File: config.mk
export PLATFORM = sky130hd
export DESIGN_NAME = ata_pio_seq
export DESIGN_NICKNAME = d
export VERILOG_FILES = /design/src/rtl/ata_pio_pkg.sv /design/src/rtl/ata_poll_timer.sv /design/src/rtl/ata_xfer_count.sv /design/src/rtl/ata_pio_seq.sv
export SDC_FILE = /design/constraint.sdc
export NUM_CORES = 1
export LEC_CHECK = 0
export ABC_AREA = 1
export BUFFER_PORTS_ARGS = -buffer_cell sky130_fd_sc_hd__clkbuf_2
export CAP_MARGIN = 20
export CORE_ASPECT_RATIO = 0.9
export CORE_UTILIZATION = 30
export CTS_CLUSTER_DIAMETER = 200
export DETAILED_ROUTE_END_ITERATION = 16
export GPL_TIMING_DRIVEN = 1
export PLACE_DENSITY_LB_ADDON = 0.08
export SYNTH_ARGS = -nofsm -noshare
export SYNTH_HDL_FRONTEND = slang
export SYNTH_SLANG_ARGS = --single-unit
File: constraint.sdc
create_clock -name clk -period 2.75 [get_ports clk]
set_input_delay 0.55 -clock clk [delete_from_list [all_inputs] [get_ports clk]]
set_output_delay 0.55 -clock clk [all_outputs]
set_load 0.005 [all_outputs]
File: src/rtl/ata_pio_pkg.sv
package ata_pio_pkg;
  localparam int LBA_W  = 28;
  localparam int WORD_W = 16;

  // task-file register offsets (command block)
  localparam logic [2:0] OFS_DATA  = 3'd0;
  localparam logic [2:0] OFS_ERR   = 3'd1;
  localparam logic [2:0] OFS_COUNT = 3'd2;
  localparam logic [2:0] OFS_LBA0  = 3'd3;
  localparam logic [2:0] OFS_LBA1  = 3'd4;
  localparam logic [2:0] OFS_LBA2  = 3'd5;
  localparam logic [2:0] OFS_DRIVE = 3'd6;
  localparam logic [2:0] OFS_CMD   = 3'd7;

  // status bit positions
  localparam int SB_BUSY = 7;
  localparam int SB_RDY  = 6;
  localparam int SB_REQ  = 3;
  localparam int SB_ERR  = 0;

  localparam logic [7:0] OPC_READ  = 8'h20;
  localparam logic [7:0] OPC_WRITE = 8'h30;
  localparam logic [7:0] OPC_FLUSH = 8'hE7;
  localparam logic [7:0] DRIVE_LBA = 8'hE0;

  typedef enum logic [4:0] {
    SQ_IDLE, SQ_POLL_FREE, SQ_TF_COUNT, SQ_TF_LO, SQ_TF_MID, SQ_TF_HI,
    SQ_TF_DRIVE, SQ_POLL_RDY, SQ_ISSUE, SQ_WAIT_INT, SQ_INT_STAT,
    SQ_RD_DATA, SQ_POLL_REQ, SQ_WR_DATA, SQ_FLUSH, SQ_FLUSH_INT,
    SQ_FLUSH_STAT, SQ_GET_ERR, SQ_FINISH
  } sq_state_t;
endpackage

File: src/rtl/ata_poll_timer.sv
module ata_poll_timer #(
  parameter int LIMIT_W = 16
) (
  input  logic               clk,
  input  logic               rst_n,
  input  logic               tick,
  input  logic [LIMIT_W-1:0] limit,
  output logic               expired
);
  logic [LIMIT_W-1:0] cnt_q, cnt_d;
  logic [LIMIT_W:0]   cnt_inc;

  always_comb begin
    cnt_inc = {1'b0, cnt_q} + 1'b1;
    cnt_d   = tick ? cnt_inc[LIMIT_W-1:0] : '0;
    expired = tick && (cnt_inc >= {1'b0, limit});
  end

  always_ff @(posedge clk or negedge rst_n) begin
    if (!rst_n) cnt_q <= '0;
    else        cnt_q <= cnt_d;
  end
endmodule

File: src/rtl/ata_xfer_count.sv
module ata_xfer_count #(
  parameter int WPS   = 256,
  parameter int CNT_W = 9
) (
  input  logic             clk,
  input  logic             rst_n,
  input  logic             load,
  input  logic [CNT_W-1:0] load_cnt,
  input  logic             word_step,
  input  logic             sec_step,
  output logic             last_word,
  output logic             last_sector
);
  localparam int WW = (WPS > 1) ? $clog2(WPS) : 1;
  localparam logic [WW-1:0] WORD_LAST = WW'(WPS - 1);

  logic [WW-1:0]    word_q, word_d;
  logic [CNT_W-1:0] left_q, left_d;

  assign last_word   = (word_q == WORD_LAST);
  assign last_sector = (left_q == CNT_W'(1));

  always_comb begin
    word_d = word_q;
    if (load)           word_d = '0;
    else if (word_step) word_d = last_word ? '0 : word_q + 1'b1;
    left_d = left_q;
    if (load)          left_d = load_cnt;
    else if (sec_step) left_d = left_q - 1'b1;
  end

  always_ff @(posedge clk or negedge rst_n) begin
    if (!rst_n) begin
      word_q <= '0;
      left_q <= '0;
    end else begin
      word_q <= word_d;
      left_q <= left_d;
    end
  end

  // a sector is retired only while sectors remain
  p_sector_left_r4: assert property (@(posedge clk) disable iff (!rst_n)
    sec_step |-> (left_q != '0));
endmodule

File: src/rtl/ata_pio_seq.sv
module ata_pio_seq
  import ata_pio_pkg::*;
#(
  parameter int WPS     = 256,
  parameter int CNT_W   = 9,
  parameter int LIMIT_W = 16
) (
  input  logic               clk,
  input  logic               rst_n,
  input  logic [LIMIT_W-1:0] cfg_poll_limit,
  input  logic               req_valid,
  output logic               req_ready,
  input  logic [LBA_W-1:0]   req_lba,
  input  logic [CNT_W-1:0]   req_count,
  input  logic               req_slave,
  input  logic               req_write,
  input  logic               wr_valid,
  output logic               wr_ready,
  input  logic [WORD_W-1:0]  wr_data,
  output logic               rd_valid,
  input  logic               rd_ready,
  output logic [WORD_W-1:0]  rd_data,
  output logic [2:0]         bus_addr,
  output logic               bus_rd,
  output logic               bus_wr,
  output logic [WORD_W-1:0]  bus_wdata,
  input  logic [WORD_W-1:0]  bus_rdata,
  input  logic               dev_irq,
  output logic               done,
  output logic               fail,
  output logic               timed_out,
  output logic [7:0]         err_code
);
  // reset: asynchronous assert, synchronous release
  logic [1:0] rst_sync_q;
  logic       rst_int_n;
  always_ff @(posedge clk or negedge rst_n) begin
    if (!rst_n) rst_sync_q <= 2'b00;
    else        rst_sync_q <= {rst_sync_q[0], 1'b1};
  end
  assign rst_int_n = rst_sync_q[1];

  sq_state_t        state_q, state_d;
  logic [LBA_W-1:0] lba_q;
  logic [7:0]       cnt_lo_q;
  logic             slave_q, write_q;
  logic             fail_q, to_q;
  logic [7:0]       err_q;

  logic       take_req, set_fail, set_to, cap_err;
  logic       word_step, sec_step, last_word, last_sector;
  logic       poll_state, poll_ok, poll_tick, expired;
  logic [7:0] stat;

  assign stat      = bus_rdata[7:0];
  assign rd_data   = bus_rdata;
  assign fail      = fail_q;
  assign timed_out = to_q;
  assign err_code  = err_q;

  // poll condition for each polling state
  always_comb begin
    poll_state = 1'b0;
    poll_ok    = 1'b1;
    case (state_q)
      SQ_POLL_FREE: begin poll_state = 1'b1; poll_ok = !stat[SB_BUSY]; end
      SQ_POLL_RDY:  begin poll_state = 1'b1; poll_ok = !stat[SB_BUSY] && stat[SB_RDY]; end
      SQ_POLL_REQ:  begin poll_state = 1'b1; poll_ok = !stat[SB_BUSY] && stat[SB_REQ]; end
      default: ;
    endcase
  end
  assign poll_tick = poll_state && !poll_ok;

  ata_poll_timer #(.LIMIT_W(LIMIT_W)) u_timer (
    .clk(clk), .rst_n(rst_int_n), .tick(poll_tick),
    .limit(cfg_poll_limit), .expired(expired)
  );

  ata_xfer_count #(.WPS(WPS), .CNT_W(CNT_W)) u_count (
    .clk(clk), .rst_n(rst_int_n), .load(take_req), .load_cnt(req_count),
    .word_step(word_step), .sec_step(sec_step),
    .last_word(last_word), .last_sector(last_sector)
  );

  // next-state and bus decode
  always_comb begin
    state_d   = state_q;
    req_ready = 1'b0;
    rd_valid  = 1'b0;
    wr_ready  = 1'b0;
    bus_addr  = OFS_CMD;
    bus_rd    = 1'b0;
    bus_wr    = 1'b0;
    bus_wdata = '0;
    take_req  = 1'b0;
    set_fail  = 1'b0;
    set_to    = 1'b0;
    cap_err   = 1'b0;
    word_step = 1'b0;
    sec_step  = 1'b0;
    done      = 1'b0;
    case (state_q)
      SQ_IDLE: begin
        req_ready = 1'b1;
        if (req_valid) begin
          take_req = 1'b1;
          state_d  = SQ_POLL_FREE;
        end
      end
      SQ_POLL_FREE, SQ_POLL_RDY, SQ_POLL_REQ: begin
        bus_rd = 1'b1;
        if (poll_ok) begin
          case (state_q)
            SQ_POLL_FREE: state_d = SQ_TF_COUNT;
            SQ_POLL_RDY:  state_d = SQ_ISSUE;
            default:      state_d = SQ_WR_DATA;
          endcase
        end else if (expired) begin
          set_fail = 1'b1;
          set_to   = 1'b1;
          state_d  = SQ_FINISH;
        end
      end
      SQ_TF_COUNT: begin
        bus_wr = 1'b1; bus_addr = OFS_COUNT; bus_wdata = {8'h00, cnt_lo_q};
        state_d = SQ_TF_LO;
      end
      SQ_TF_LO: begin
        bus_wr = 1'b1; bus_addr = OFS_LBA0; bus_wdata = {8'h00, lba_q[7:0]};
        state_d = SQ_TF_MID;
      end
      SQ_TF_MID: begin
        bus_wr = 1'b1; bus_addr = OFS_LBA1; bus_wdata = {8'h00, lba_q[15:8]};
        state_d = SQ_TF_HI;
      end
      SQ_TF_HI: begin
        bus_wr = 1'b1; bus_addr = OFS_LBA2; bus_wdata = {8'h00, lba_q[23:16]};
        state_d = SQ_TF_DRIVE;
      end
      SQ_TF_DRIVE: begin
        bus_wr = 1'b1; bus_addr = OFS_DRIVE;
        bus_wdata = {8'h00, DRIVE_LBA | {3'b000, slave_q, lba_q[27:24]}};
        state_d = SQ_POLL_RDY;
      end
      SQ_ISSUE: begin
        bus_wr = 1'b1; bus_addr = OFS_CMD;
        bus_wdata = {8'h00, write_q ? OPC_WRITE : OPC_READ};
        state_d = write_q ? SQ_POLL_REQ : SQ_WAIT_INT;
      end
      SQ_WAIT_INT: if (dev_irq) state_d = SQ_INT_STAT;
      SQ_INT_STAT: begin
        bus_rd = 1'b1;
        if (stat[SB_ERR])     state_d = SQ_GET_ERR;
        else if (write_q) begin
          sec_step = 1'b1;
          state_d  = last_sector ? SQ_FLUSH : SQ_POLL_REQ;
        end else              state_d = SQ_RD_DATA;
      end
      SQ_RD_DATA: begin
        rd_valid = 1'b1;
        bus_addr = OFS_DATA;
        bus_rd   = rd_ready;
        if (rd_ready) begin
          word_step = 1'b1;
          if (last_word) begin
            sec_step = 1'b1;
            state_d  = last_sector ? SQ_FINISH : SQ_WAIT_INT;
          end
        end
      end
      SQ_WR_DATA: begin
        wr_ready  = 1'b1;
        bus_addr  = OFS_DATA;
        bus_wr    = wr_valid;
        bus_wdata = wr_data;
        if (wr_valid) begin
          word_step = 1'b1;
          if (last_word) state_d = SQ_WAIT_INT;
        end
      end
      SQ_FLUSH: begin
        bus_wr = 1'b1; bus_addr = OFS_CMD; bus_wdata = {8'h00, OPC_FLUSH};
        state_d = SQ_FLUSH_INT;
      end
      SQ_FLUSH_INT: if (dev_irq) state_d = SQ_FLUSH_STAT;
      SQ_FLUSH_STAT: begin
        bus_rd  = 1'b1;
        state_d = stat[SB_ERR] ? SQ_GET_ERR : SQ_FINISH;
      end
      SQ_GET_ERR: begin
        bus_rd   = 1'b1;
        bus_addr = OFS_ERR;
        cap_err  = 1'b1;
        set_fail = 1'b1;
        state_d  = SQ_FINISH;
      end
      SQ_FINISH: begin
        done    = 1'b1;
        state_d = SQ_IDLE;
      end
      default: state_d = SQ_IDLE;
    endcase
  end

  // state and request registers
  always_ff @(posedge clk or negedge rst_int_n) begin
    if (!rst_int_n) begin
      state_q  <= SQ_IDLE;
      lba_q    <= '0;
      cnt_lo_q <= '0;
      slave_q  <= 1'b0;
      write_q  <= 1'b0;
      fail_q   <= 1'b0;
      to_q     <= 1'b0;
      err_q    <= '0;
    end else begin
      state_q <= state_d;
      if (take_req) begin
        lba_q    <= req_lba;
        cnt_lo_q <= req_count[7:0];
        slave_q  <= req_slave;
        write_q  <= req_write;
        fail_q   <= 1'b0;
        to_q     <= 1'b0;
        err_q    <= '0;
      end
      if (set_fail) fail_q <= 1'b1;
      if (set_to)   to_q   <= 1'b1;
      if (cap_err)  err_q  <= stat;
    end
  end

  // a taken request leaves idle at once
  p_accept_leaves_idle_r1: assert property (@(posedge clk) disable iff (!rst_int_n)
    (req_valid && req_ready) |=> !req_ready);

  // data/command writes of an opcode follow a ready status sample
  p_issue_gated_r3: assert property (@(posedge clk) disable iff (!rst_int_n)
    (bus_wr && bus_addr == OFS_CMD && bus_wdata[7:0] != OPC_FLUSH) |->
      $past(bus_rd && bus_addr == OFS_CMD && !bus_rdata[SB_BUSY] && bus_rdata[SB_RDY]));

  // never both strobes in one cycle
  p_strobe_exclusive_r4: assert property (@(posedge clk) disable iff (!rst_int_n)
    !(bus_rd && bus_wr));

  // a device failure is reported only after the error register was read
  p_error_read_r7: assert property (@(posedge clk) disable iff (!rst_int_n)
    (done && fail && !timed_out) |-> $past(bus_rd && bus_addr == OFS_ERR));

  // once timed out, no register write until a new request
  p_quiet_after_timeout_r8: assert property (@(posedge clk) disable iff (!rst_int_n)
    timed_out |-> !bus_wr);

  // done is a single-cycle pulse followed by idle
  p_done_pulse_r9: assert property (@(posedge clk) disable iff (!rst_int_n)
    done |=> (!done && req_ready));
endmodule

-- Yosys cells after proc, flatten, opt, wreduce, memory -nomap -nowiden
Cells that the tools add are included.
- add/subtract/negate cells: 3
- magnitude comparators: 1
- equal/unequal tests: 28
- muxes and demuxes: 54
- reductions and logical operators: 17
- operators by type and width (cell ; number):
    case mux 16 bit (8 select lines) ; 1
    case mux 5 bit (16 select lines) ; 1
    2-to-1 mux 5 bit ; 12
    == test 5 x 4 -> 1 bit (second input constant) ; 8
    2-to-1 mux 8 bit ; 5
    case mux 3 bit (7 select lines) ; 1
    == test 5 x 3 -> 1 bit (second input constant) ; 4
    2-to-1 mux 1 bit ; 20
    2-to-1 mux 9 bit ; 2
    adder 16 x 1 -> 17 bit (second input constant) ; 1
    >= comparator 17 x 16 -> 1 bit ; 1
    2-to-1 mux 16 bit ; 1
    == test 5 bit (second input constant) ; 3
    == test 5 x 2 -> 1 bit (second input constant) ; 2
    inequality test 2 bit (second input constant) ; 5
    case mux 1 bit (2 select lines) ; 5
    nonzero test 2 bit ; 5
    == test 9 x 1 -> 1 bit (second input constant) ; 1
    subtractor 9 x 1 -> 9 bit (second input constant) ; 1
    adder 8 x 1 -> 8 bit (second input constant) ; 1
    == test 8 bit (second input constant) ; 1
    case mux 4 bit (2 select lines) ; 1
    AND reduction 8 bit ; 1
    OR reduction 7 bit ; 1
    12 further kinds ; 19
- register bits: 88
- input port bits: 93
- output and inout port bits: 51

-- Depth between registers and ports, before layout
Gate-level depths: netlist of run 1.
- depth in word-level cells: 10
- mapped depth: 23

-- By module
From an unflattened synthesis of run 1, not the netlist that was laid out.
- cells, all modules: 799
- area total of the unflattened synthesis: 5659.2 sq um
- modules (own cells, without submodules) (module ; instances ; cells an instance ; area an instance (sq um)):
    ata_pio_seq ; 1 ; 447 ; 3195.6
    ata_poll_timer ; 1 ; 211 ; 1413.9
    ata_xfer_count ; 1 ; 141 ; 1049.8

-- Worst setup path after synthesis of run 1
Ideal clock, no wire load.
- path kind: reg-to-reg
- start point: register u_timer.cnt_q[0]
- end point: register state_q[1]
- library setup time: 0.117 ns
- data arrival time: 2.509 ns
- setup slack: 0.124 ns
- cell stages (with the launch flop): 21
- buffers on the path: 0
- path through: dfrtp_1 > ha_1 > nand2_1 > inv_2 > nand2_2 > nor2_1 > inv_1 > nor2_1 > inv_1 > nor2_1 > nand3_1 > xor2_1 > inv_1 > ha_1 > nand4_1 > nor4_1 > nand2_1 > nand4_4 > nand2_4 > nand2_1 > nand2_1
- longest elaborated chain between the ends: 5
- ends and longest elaborated chain (item ; line ; source):
    from (decl) ; ata_poll_timer.sv:10 ; logic [LIMIT_W-1:0] cnt_q, cnt_d;
    from (signal assigned) ; ata_poll_timer.sv:21 ; else cnt_q <= cnt_d;
    adder 16 x 1 -> 17 bit ; ata_poll_timer.sv:14 ; cnt_inc = {1'b0, cnt_q} + 1'b1;
    >= comparator 17 x 16 -> 1 bit ; ata_poll_timer.sv:16 ; expired = tick && (cnt_inc >= {1'b0, limit});
    logical AND 1 bit ; ata_poll_timer.sv:16 ;
    inequality test 3 x 1 -> 1 bit (no source line) ; n/a ;
    AND reduction 8 bit (no source line) ; n/a ;
    to (signal assigned) ; ata_pio_seq.sv:217 ; state_q <= state_d;
    to (decl) ; ata_pio_seq.sv:43 ; sq_state_t state_q, state_d;
No other way between the ends.
A chain may end at the register's enable or synchronous reset.

-- Final worst setup path of run 1
- start point: register u_timer.cnt_q[0]
- end point: register state_q[4]
Same word-level chain as after synthesis.

==> flow_summary.ini, run 1 <==
[cts]
cts_tree = yes
clkSinkCount = 88
clk_latency_ps = 350
ctsRootBufferMaster = clkbuf_16
htree_levels = 3
clkTransAtPathRegs_ps = 70
cts_buffers = 9
cts_buffer_depth = 2

[global_route]
grt_pass1_vias = 4849
grt-ovfl-total = 0
grt_first_pass_wirelength_um = 24570
antenna_found_initial = 0
grt_max_degree = 45
grtUsageTotal_pct = 16.65

[yosys]
netlist_area_sq_mm = 0.005552
synthDistinctLibCells = 57
synth-edff-count = 0
synth.avg_cell_area_sq_um = 7.522
ys_ff_latch = 88
synthCells = 738
async_flop_share_pct = 100.0
ys_warn_count = 0
synthFlopType = dfrtp_1
seq_area_frac_synth_pct = 39.67
syn_nets = 851

[outcome]
status = finished, violations left
failed_checks = negative setup slack

[layout]
fill_cells = 1914
final_cells = 1117
drive_above_1_share_pct = 29.76
final_cell_mix = 188 x nand2_1, 127 x clkbuf_2, 104 x inv_1
mostFrequentLayoutCell = nand2_1
antennaDiodeCount = 0
syn_to_final_growth_pct = 24.99
nNetsFinal = 985

[placement]
hpwl_um = 12030
dp.cells = 1092
gp_congestion = 0.8746
port_buffers = 127

[detailed_routing]
vias = 5096
drt.antenna.violating_nets = 0
via_per_inst = 4.562
wirelength_um = 15330
dr.pass1.iters = 4
route.detailed.drc = 0
drt_iter0_markers = 248
wl_per_cell_um = 13.72

[critical_path]
end_kind = flip-flop
crit_arrival_ps = 3000
required_ps = 2970
crit_fanout = 5
start_kind = flip-flop
critical_path_class = flip-flop to flip-flop

[timing]
hold_viol = 0
post-route-period-util_pct = 101.3
rsz0062_at_grt = true
clock.fmax_mhz = 359.1
setup_viol = 5
tightestPinTransition_ps = 582.7
finalCriticalPeriod_ps = 2784
relSlewSlack_pct = 61.16
slew_viol_final = 0
fin_tns_setup_ps = -102.4
setup_slack_ps = -34.50
skew_ps = 9.008

[power]
p_leak_nw = 3.768
comb_power_share_pct = 44.7
netSwitchingPower_w = 0.002529
power_density_mw_per_mm2 = 860.5
internal_power_w = 0.003442
pwr-share-seq_pct = 34.4
pwr-share-clk_pct = 20.9
vdd_ir_drop_max_mv = 0.4010
switching_share_pct = 42.35

[die]
pin_count = 144
coreArea_sq_mm = 0.01784
chipHeight_um = 131.1
start_util_pct = 31.12
die_w_um = 145.4
std_cell_rows = 46
die_area_sq_mm = 0.01905

[flow_run]
maxCapViolCount = 0

[hold_path]
hp-class = flip-flop to asynchronous set/reset pin
[metrics by stage]
step | cell area [sq um] | hold slack [ps] | total power, W | utilization [%] | setup WS [ps]
global placement | 6419 | 336.9 | 0.004709 | 35.97 | -153.5
global route | 6939 | 370.8 | 0.006463 | 38.89 | -263.9
finish | 6939 | 328.5 | 0.005971 | 38.89 | -34.50
CTS | 6830 | 361.7 | 0.006033 | 38.28 | -95.51
detailed placement | 6419 | 338.3 | 0.004735 | 35.97 | -221.0
floorplan | 5552 | 254.4 | 0.003848 | - | 117.4
[what timing repair did]
| item | 4_1_cts | 5_1_grt |
|---|---|---|
| hold buffers | 1 | 0 |
| resized for setup | 18 | 26 |
| hold endpoints to repair | 2 | 0 |
| endpoints found under the setup margin | 11 | 12 |
| pin swaps | 12 | 12 |
| buffers inserted | 5 | 3 |
[state kept, by name (all words and copies together), names as in the netlist]
register,flops
err_code,8
lba_q,28
slave_q,1
u_count.left_q,9
write_q,1
timed_out,1
cnt_lo_q,8
fail,1
state_q,5
u_count.word_q,8
u_timer.cnt_q,16
rst_sync_q,2
[Yosys cell counts, types with 2 or more instances]
cell | count | area (sq um)
buf_2 | 8 | 40.04
xor2_1 | 11 | 96.34
o21ai_0 | 31 | 155.2
nor3b_1 | 2 | 15.01
nor3_4 | 2 | 32.53
dfrtp_1 | 88 | 2202
clkbuf_1 | 2 | 7.510
nor2_4 | 6 | 67.56
nand2_4 | 2 | 22.52
nand2_1 | 200 | 750.7
nand4_1 | 17 | 106.4
nor2_1 | 72 | 270.3
nor3_1 | 14 | 70.07
nor2_2 | 4 | 25.02
inv_1 | 106 | 397.9
xnor2_1 | 2 | 17.52
buf_6 | 3 | 33.78
a21oi_1 | 15 | 75.07
nor3_2 | 2 | 20.02
o21ai_2 | 5 | 43.79
o21bai_1 | 2 | 15.01
clkinv_1 | 2 | 7.510
nand2_2 | 11 | 68.82
o21a_1 | 2 | 15.01
buf_4 | 18 | 135.1
ha_1 | 20 | 250.2
nand3_1 | 39 | 195.2
a31oi_1 | 6 | 37.54
inv_2 | 8 | 30.03
nor4_1 | 3 | 18.77
nand3_2 | 3 | 30.03
a221oi_1 | 7 | 61.31
[kinds of logic after synthesis]
logic type                 share of synthesized area (%)
AOI/OAI and AO/OA                                  9.218
xor gates and xnor gates                           2.051
buffers and inverters                              12.71
other                                            0.06755
adders and majority gates                          4.508
and+or+nand+nor                                    31.78
DFF                                                39.67
[metal layers]
layer / vias up / GRT usage (%) / wire length [um]
li1: 2598 / - / -
met1: 2326 / 22.80 / 7454
met2: 157 / 26.75 / 6803
met3: 15 / 3.529 / 882
met4: 0 / 4.520 / 187
met5: - / 0 / 0
[worst max-delay path, stage by stage, from the launching register on]
cell and delay [ps]:
dfrtp_1 410, ha_2 210, nand2_2 50, inv_2 70
nand2_4 50, buf_4 130, nor3_1 210, xor2_1 250
ha_1 300, a21oi_1 140, o21ai_0 90, a21oi_1 230
nor2_2 90, nor2_4 110, nand4_4 150, nand2_4 120
nor2_1 50
[worst paths after layout]
path                                  startpoint                end  slack [ps]  depth (start not counted)
worst min-delay path               rst_sync_q[1]           lba_q[9]         330                          0
max in group asynchronous          rst_sync_q[1]  u_count.word_q[4]        1750                          1
worst max-delay path            u_timer.cnt_q[0]         state_q[4]         -30                         16
worst min register to register     rst_sync_q[1]           lba_q[9]         330                          0
min in group clk                   rst_sync_q[0]      rst_sync_q[1]         360                          0
worst max register to register  u_timer.cnt_q[0]         state_q[4]         -30                         16
[power by group through the flow]
| stage | clock network [W] | logic, W | registers (W) |
|---|---|---|---|
| global route | 0.00133 | 0.00301 | 0.00212 |
| detailed placement | 0 | 0.00266 | 0.00208 |
| floorplan | 0 | 0.00184 | 0.00201 |
| CTS | 0.00129 | 0.00269 | 0.00206 |
| finish | 0.00125 | 0.00267 | 0.00206 |
| global placement | 0 | 0.00264 | 0.00207 |
[cell type report]
cell class	instances	area (sq um)	area share (%)
Sequential cell	88	2208	31.82
Clock inverter	6	68.82	0.9917
Inverter	120	471.7	6.798
Clock buffer	10	229.0	3.300
Multi-Input combinational cell	497	2793	40.25
Timing Repair Buffer	156	868.3	12.51
Tap cell	240	300.3	4.327
No activity file was read; power rests on OpenSTA's default activity.
==> run 2, diff against run 1 <==
- CTS_BUF_LIST: unset -> sky130_fd_sc_hd__clkbuf_8
==> run 2 against run 1 <==
Effect of this change:
- the flow still finishes with violations (negative setup slack)
- sequential power about the same
- clock skew increased by 4.9 ps
- wire length up 0.12%
- worst setup slack better by 7.0 ps
- hold slack improved by 2.8 ps
- clock power shrank 26%
- register-to-register slack about the same
- final cell count about the same
==> flow_summary.ini, run 2 (synthesis gave the netlist of run 1 again) <==
[power]
pwr-share-seq_pct = 36.2
vdd_ir_drop_max_mv = 0.2998
netSwitchingPower_w = 0.002508
power_density_mw_per_mm2 = 831.1
internal_power_w = 0.003162
switching_share_pct = 44.23
comb_power_share_pct = 47.4
p_leak_nw = 3.727
pwr-share-clk_pct = 16.4

[cts]
htree_levels = 3
clkSinkCount = 88
ctsRootBufferMaster = clkbuf_8
clk_latency_ps = 380
cts_buffer_depth = 2
cts_buffers = 9
clkTransAtPathRegs_ps = 90
cts_tree = yes

[outcome]
failed_checks = negative setup slack
status = finished, violations left

[timing]
setup_viol = 5
finalCriticalPeriod_ps = 2777
post-route-period-util_pct = 101.0
slew_viol_final = 0
clock.fmax_mhz = 360.0
setup_slack_ps = -27.48
rsz0062_at_grt = true
hold_viol = 0
skew_ps = 13.88
relSlewSlack_pct = 59.53
tightestPinTransition_ps = 602.3

[layout]
mostFrequentLayoutCell = nand2_1
top_register = lba_q
final_cell_mix = 188 x nand2_1, 127 x clkbuf_2, 105 x inv_1
final_cells = 1116
syn_to_final_growth_pct = 22.90
nNetsFinal = 984
fill_cells = 1936
antennaDiodeCount = 0
largest_reg_flops = 28
reg.largest.list = lba_q (28), u_timer.cnt_q (16), u_count.left_q (9)
final_area_sq_mm = 0.006823
drive_above_1_share_pct = 29.91

[detailed_routing]
drt.antenna.violating_nets = 0
via_per_inst = 4.560
dr.pass1.iters = 5
wl_per_cell_um = 13.75
drt_iter0_markers = 236
route.detailed.drc = 0
vias = 5089
wirelength_um = 15350

[flow_run]
maxCapViolCount = 0

[placement]
post-place-ws_ps = -221.0
hpwl_um = 12030
gp_congestion = 0.8746
port_buffers = 127
postPlaceCellArea_sq_mm = 0.006419
dp.cells = 1092

[hold_path]
hp-class = flip-flop to asynchronous set/reset pin

[critical_path]
end_kind = flip-flop
critical_path_class = flip-flop to flip-flop
crit_fanout = 5
slowest_delay_ps = 420
path_cells = ha_2, nand2_2, inv_2, nand2_4, nor2_4, inv_2, nor2_2, inv_2, nor2_4, nand2_2, xor2_1, inv_1, ha_4, nand2_2, nor2_1, nand4_1, nor2_2, nor2_4, nand4_4, nand2_4, nand2_1, nand2_1
required_ps = 3020
crit_arrival_ps = 3050
start_kind = flip-flop
crit_path_top_delay_cell = dfrtp_1

[global_route]
grt_first_pass_wirelength_um = 24530
grt_pass1_vias = 4848
antenna_found_initial = 0
grt-ovfl-total = 0
grtUsageTotal_pct = 16.64
grt_max_degree = 45

[die]
pin_count = 144
std_cell_rows = 46
coreArea_sq_mm = 0.01784
die_w_um = 145.4
chipHeight_um = 131.1
die_area_sq_mm = 0.01905
start_util_pct = 31.12
run 2: cell types whose count changed in the layout (fill, tap and decap cells not counted), sizes merged:
| cell | delta |
|---|---|
| inv | +3 |
| clkinv | -2 |
| buf | -1 |
| clkbuf | -1 |
run 2: routing by layer:
| metal | vias to the layer above | wire (um) | share of wire, % | GRT usage (%) |
|---|---|---|---|---|
| met4 | 0 | 195 | 1.3 | 4.706 |
| li1 | 2593 | - | - | - |
| met2 | 143 | 6815 | 44 | 26.75 |
| met5 | - | 0 | 0 | 0 |
| met1 | 2340 | 7620 | 50 | 22.72 |
| met3 | 13 | 716 | 4.7 | 3.529 |
run 2: stage by stage:
stage	power (W)	hold WS, ps	util (%)	TNS (ps)
floorplan	0.003848	254.4	-	0
global placement	0.004709	336.9	35.97	-848.9
detailed placement	0.004735	338.3	35.97	-1263
CTS	0.005722	338.8	37.71	-511.0
global route	0.006151	351.8	38.24	-1636
finish	0.005670	331.4	38.24	-111.3
run 2: power groups by stage:
stage / Clock (W) / Combinational (W) / Sequential [W]
after floorplan: 0 / 0.00184 / 0.00201
after global placement: 0 / 0.00264 / 0.00207
after detailed placement: 0 / 0.00266 / 0.00208
after CTS: 0.000966 / 0.00270 / 0.00206
after global routing: 0.00101 / 0.00303 / 0.00212
final: 0.000928 / 0.00269 / 0.00205
run 2: area by class of cell:
cell class	count	area (sq um)	area share (%)
multi-input cells	497	2783	40.78
flip-flops and latches	88	2210	32.39
repair buffers	155	860.8	12.62
inverters	120	473.0	6.932
well taps	240	300.3	4.401
clock buffers	9	123.9	1.816
clock inverters	7	72.57	1.064
run 2: worst paths after layout:
| path | to | slack [ps] | start | cells after the start |
|---|---|---|---|---|
| worst min register to register | lba_q[9] | 330 | rst_sync_q[1] | 0 |
| min in group clk | lba_q[5] | 360 | req_lba[5] | 3 |
| worst max-delay path | state_q[3] | -30 | u_timer.cnt_q[0] | 22 |
| max in group asynchronous | u_count.word_q[4] | 1740 | rst_sync_q[1] | 1 |
| worst min-delay path | lba_q[9] | 330 | rst_sync_q[1] | 0 |
| worst max register to register | state_q[3] | -30 | u_timer.cnt_q[0] | 22 |
run 2: worst max-delay path: cells and delay by family (launching register included):
family / cells / cell delay [ps]
simple gates: 15 / 1300
buf+inv: 4 / 280
flops: 1 / 420
fa+ha+maj: 2 / 500
xor+xnor: 1 / 170
run 2: repair_timing:
item	4_1_cts	5_1_grt
hold endpoints to repair	2	0
buffers inserted	4	3
setup endpoints to repair	12	12
gates resized for setup	23	25
hold buffers	1	0
pin swaps	12	14
==> run 3, diff against run 2 <==
- CORE_MARGIN: unset -> 5
==> run 3 against run 2 <==
Effect of this change:
- the run still ends with negative setup slack left
- non-clock buffer count is 7 higher
- design area rose by 0.59%
- first-iteration DRC count is 23% higher
- clock power down 6.9%
- wire length is 7.4% higher
- maximum frequency decreased by 2.6%
- combinational power up 3%
- clock-buffer cell count increased by 2
- hold slack gained 25 ps
- critical path depth shrank 2
- critical endpoint is now state_q[0]
- largest cell class unchanged
- largest power group unchanged
==> flow_summary.ini, run 3 (synthesis gave the netlist of run 1 again) <==
[outcome]
status = finished, violations left
failed_checks = negative setup slack

[power]
power_density_mw_per_mm2 = 830.9
p_leak_nw = 3.747
vdd_ir_drop_max_mv = 0.5099

[timing]
finalCriticalPeriod_ps = 2853
holdWs_ps = 356.9
setup_viol = 7
clock.fmax_mhz = 350.5
slew_viol_final = 0
hold_viol = 0
fin_tns_setup_ps = -569.2
relSlewSlack_pct = 50.66
setup_slack_ps = -102.7
post-route-period-util_pct = 103.7
tightestPinTransition_ps = 739.2
rsz0062_at_grt = true
skew_ps = 12.95

[layout]
top_register = lba_q
final_cell_mix = 190 x nand2_1, 127 x clkbuf_2, 107 x inv_1
syn_to_final_growth_pct = 23.62
largest_reg_flops = 28
final_area_sq_mm = 0.006863
nNetsFinal = 991
mostFrequentLayoutCell = nand2_1
fill_cells = 1974
drive_above_1_share_pct = 30.01
antennaDiodeCount = 0
reg.largest.list = lba_q (28), u_timer.cnt_q (16), u_count.left_q (9)
fin_util_pct = 37.52

[placement]
gp_congestion = 0.9108
hpwl_um = 12810
port_buffers = 127
post-place-ws_ps = -183.8
postPlaceCellArea_sq_mm = 0.006425

[hold_path]
hp-class = flip-flop to asynchronous set/reset pin

[critical_path]
slowest_delay_ps = 420
rrSetupSlack_ps = -100
end_kind = flip-flop
crit_path_top_delay_cell = dfrtp_1
reg2regPathDepth = 20
start_kind = flip-flop
critical_path_class = flip-flop to flip-flop
path_cells = ha_2, nand2_2, inv_2, nand2_4, nor2_4, inv_2, nor2_1, inv_1, nor2_2, nand3_1, xor2_1, inv_1, ha_4, nand4_1, nor4_2, nand2_1, nand4_4, nand2_4, nand2_2, nand2_1
crit_arrival_ps = 3130
worstSetupStartpoint = u_timer.cnt_q[0]
reg2reg_to = state_q[0]
crit_fanout = 5
worstReg2RegStart = u_timer.cnt_q[0]
required_ps = 3020

[detailed_routing]
drt_iter0_markers = 290
wl_per_cell_um = 14.61
via_per_inst = 4.553
route.detailed.drc = 0
dr.pass1.iters = 5
vias = 5136
wirelength_um = 16480
drt.antenna.violating_nets = 0

[cts]
clkSinkCount = 88
clkTransAtPathRegs_ps = 90
clk_latency_ps = 380
ctsRootBufferMaster = clkbuf_8
cts_buffers = 9
cts_tree = yes
htree_levels = 3
cts_buffer_depth = 2

[flow_run]
maxCapViolCount = 0

[die]
die_w_um = 153.4
pin_count = 144
coreArea_sq_mm = 0.01829
die_area_sq_mm = 0.02133
chipHeight_um = 139.1
std_cell_rows = 47
start_util_pct = 30.36

[global_route]
grtUsageTotal_pct = 15.76
grt-ovfl-total = 0
grt_first_pass_wirelength_um = 27410
grt_max_degree = 57
grt_pass1_vias = 5419
antenna_found_initial = 0
-- run 3: routing by layer --
metal / vias to the layer above / wire length [um] / part of all wire [%] / GRT usage (%)
met5: - / 0 / 0 / 0
li1: 2603 / - / - / -
met4: 0 / 271 / 1.6 / 4.461
met3: 17 / 944 / 5.7 / 3.869
met1: 2364 / 7978 / 48 / 21.86
met2: 152 / 7288 / 44 / 24.57
-- run 3: layout make-up --
class / count / area, sq um / share of cell area [%]
Clock buffer: 11 / 151.4 / 2.206
Clock inverter: 5 / 31.28 / 0.4558
Inverter: 120 / 470.5 / 6.855
Multi-Input combinational cell: 497 / 2780 / 40.51
Sequential cell: 88 / 2210 / 32.20
Tap cell: 245 / 306.5 / 4.467
Timing Repair Buffer: 162 / 913.4 / 13.31
-- run 3: worst max-delay path by stage --
| stage | to | cells past startpoint |
|---|---|---|
| finish | state_q[0] | 20 |
| detailed placement | state_q[1] | 20 |
| floorplan | cnt_lo_q[0] | 0 |
| global route | state_q[1] | 20 |
| global placement | state_q[2] | 20 |
| CTS | state_q[1] | 23 |
-- run 3: critical path, delay by kind of cell (launching register included) --
family	cells	cell delay [ps]
xor gates and xnor gates	1	180
adders and majority gates	2	500
buffers and inverters	4	300
DFF	1	420
and+or+nand+nor	13	1350
-- run 3: what timing repair did --
item                       CTS  global route
buffers inserted             6             8
pin swaps                   11            18
gates resized for setup     19            24
hold buffers                 1             0
hold endpoints to repair     2             0
setup endpoints to repair   12            16
-- run 3: report_power, final --
group	leakage [nW]	internal, W	total [W]	switching [W]
Clock	0.0946	0.000375	0.000864	0.000489
Sequential	1.12	0.00175	0.00207	0.000321
Combinational	2.53	0.00103	0.00277	0.00174
Total	3.75	0.00316	0.00570	0.00255
-- run 3: metrics by stage --
stage,std cells,power [W]
after floorplan,738,0.003848
after detailed placement,1097,0.004748
after CTS,1120,0.005688
after global placement,1097,0.004722
final,1128,0.005703
after global routing,1128,0.006211
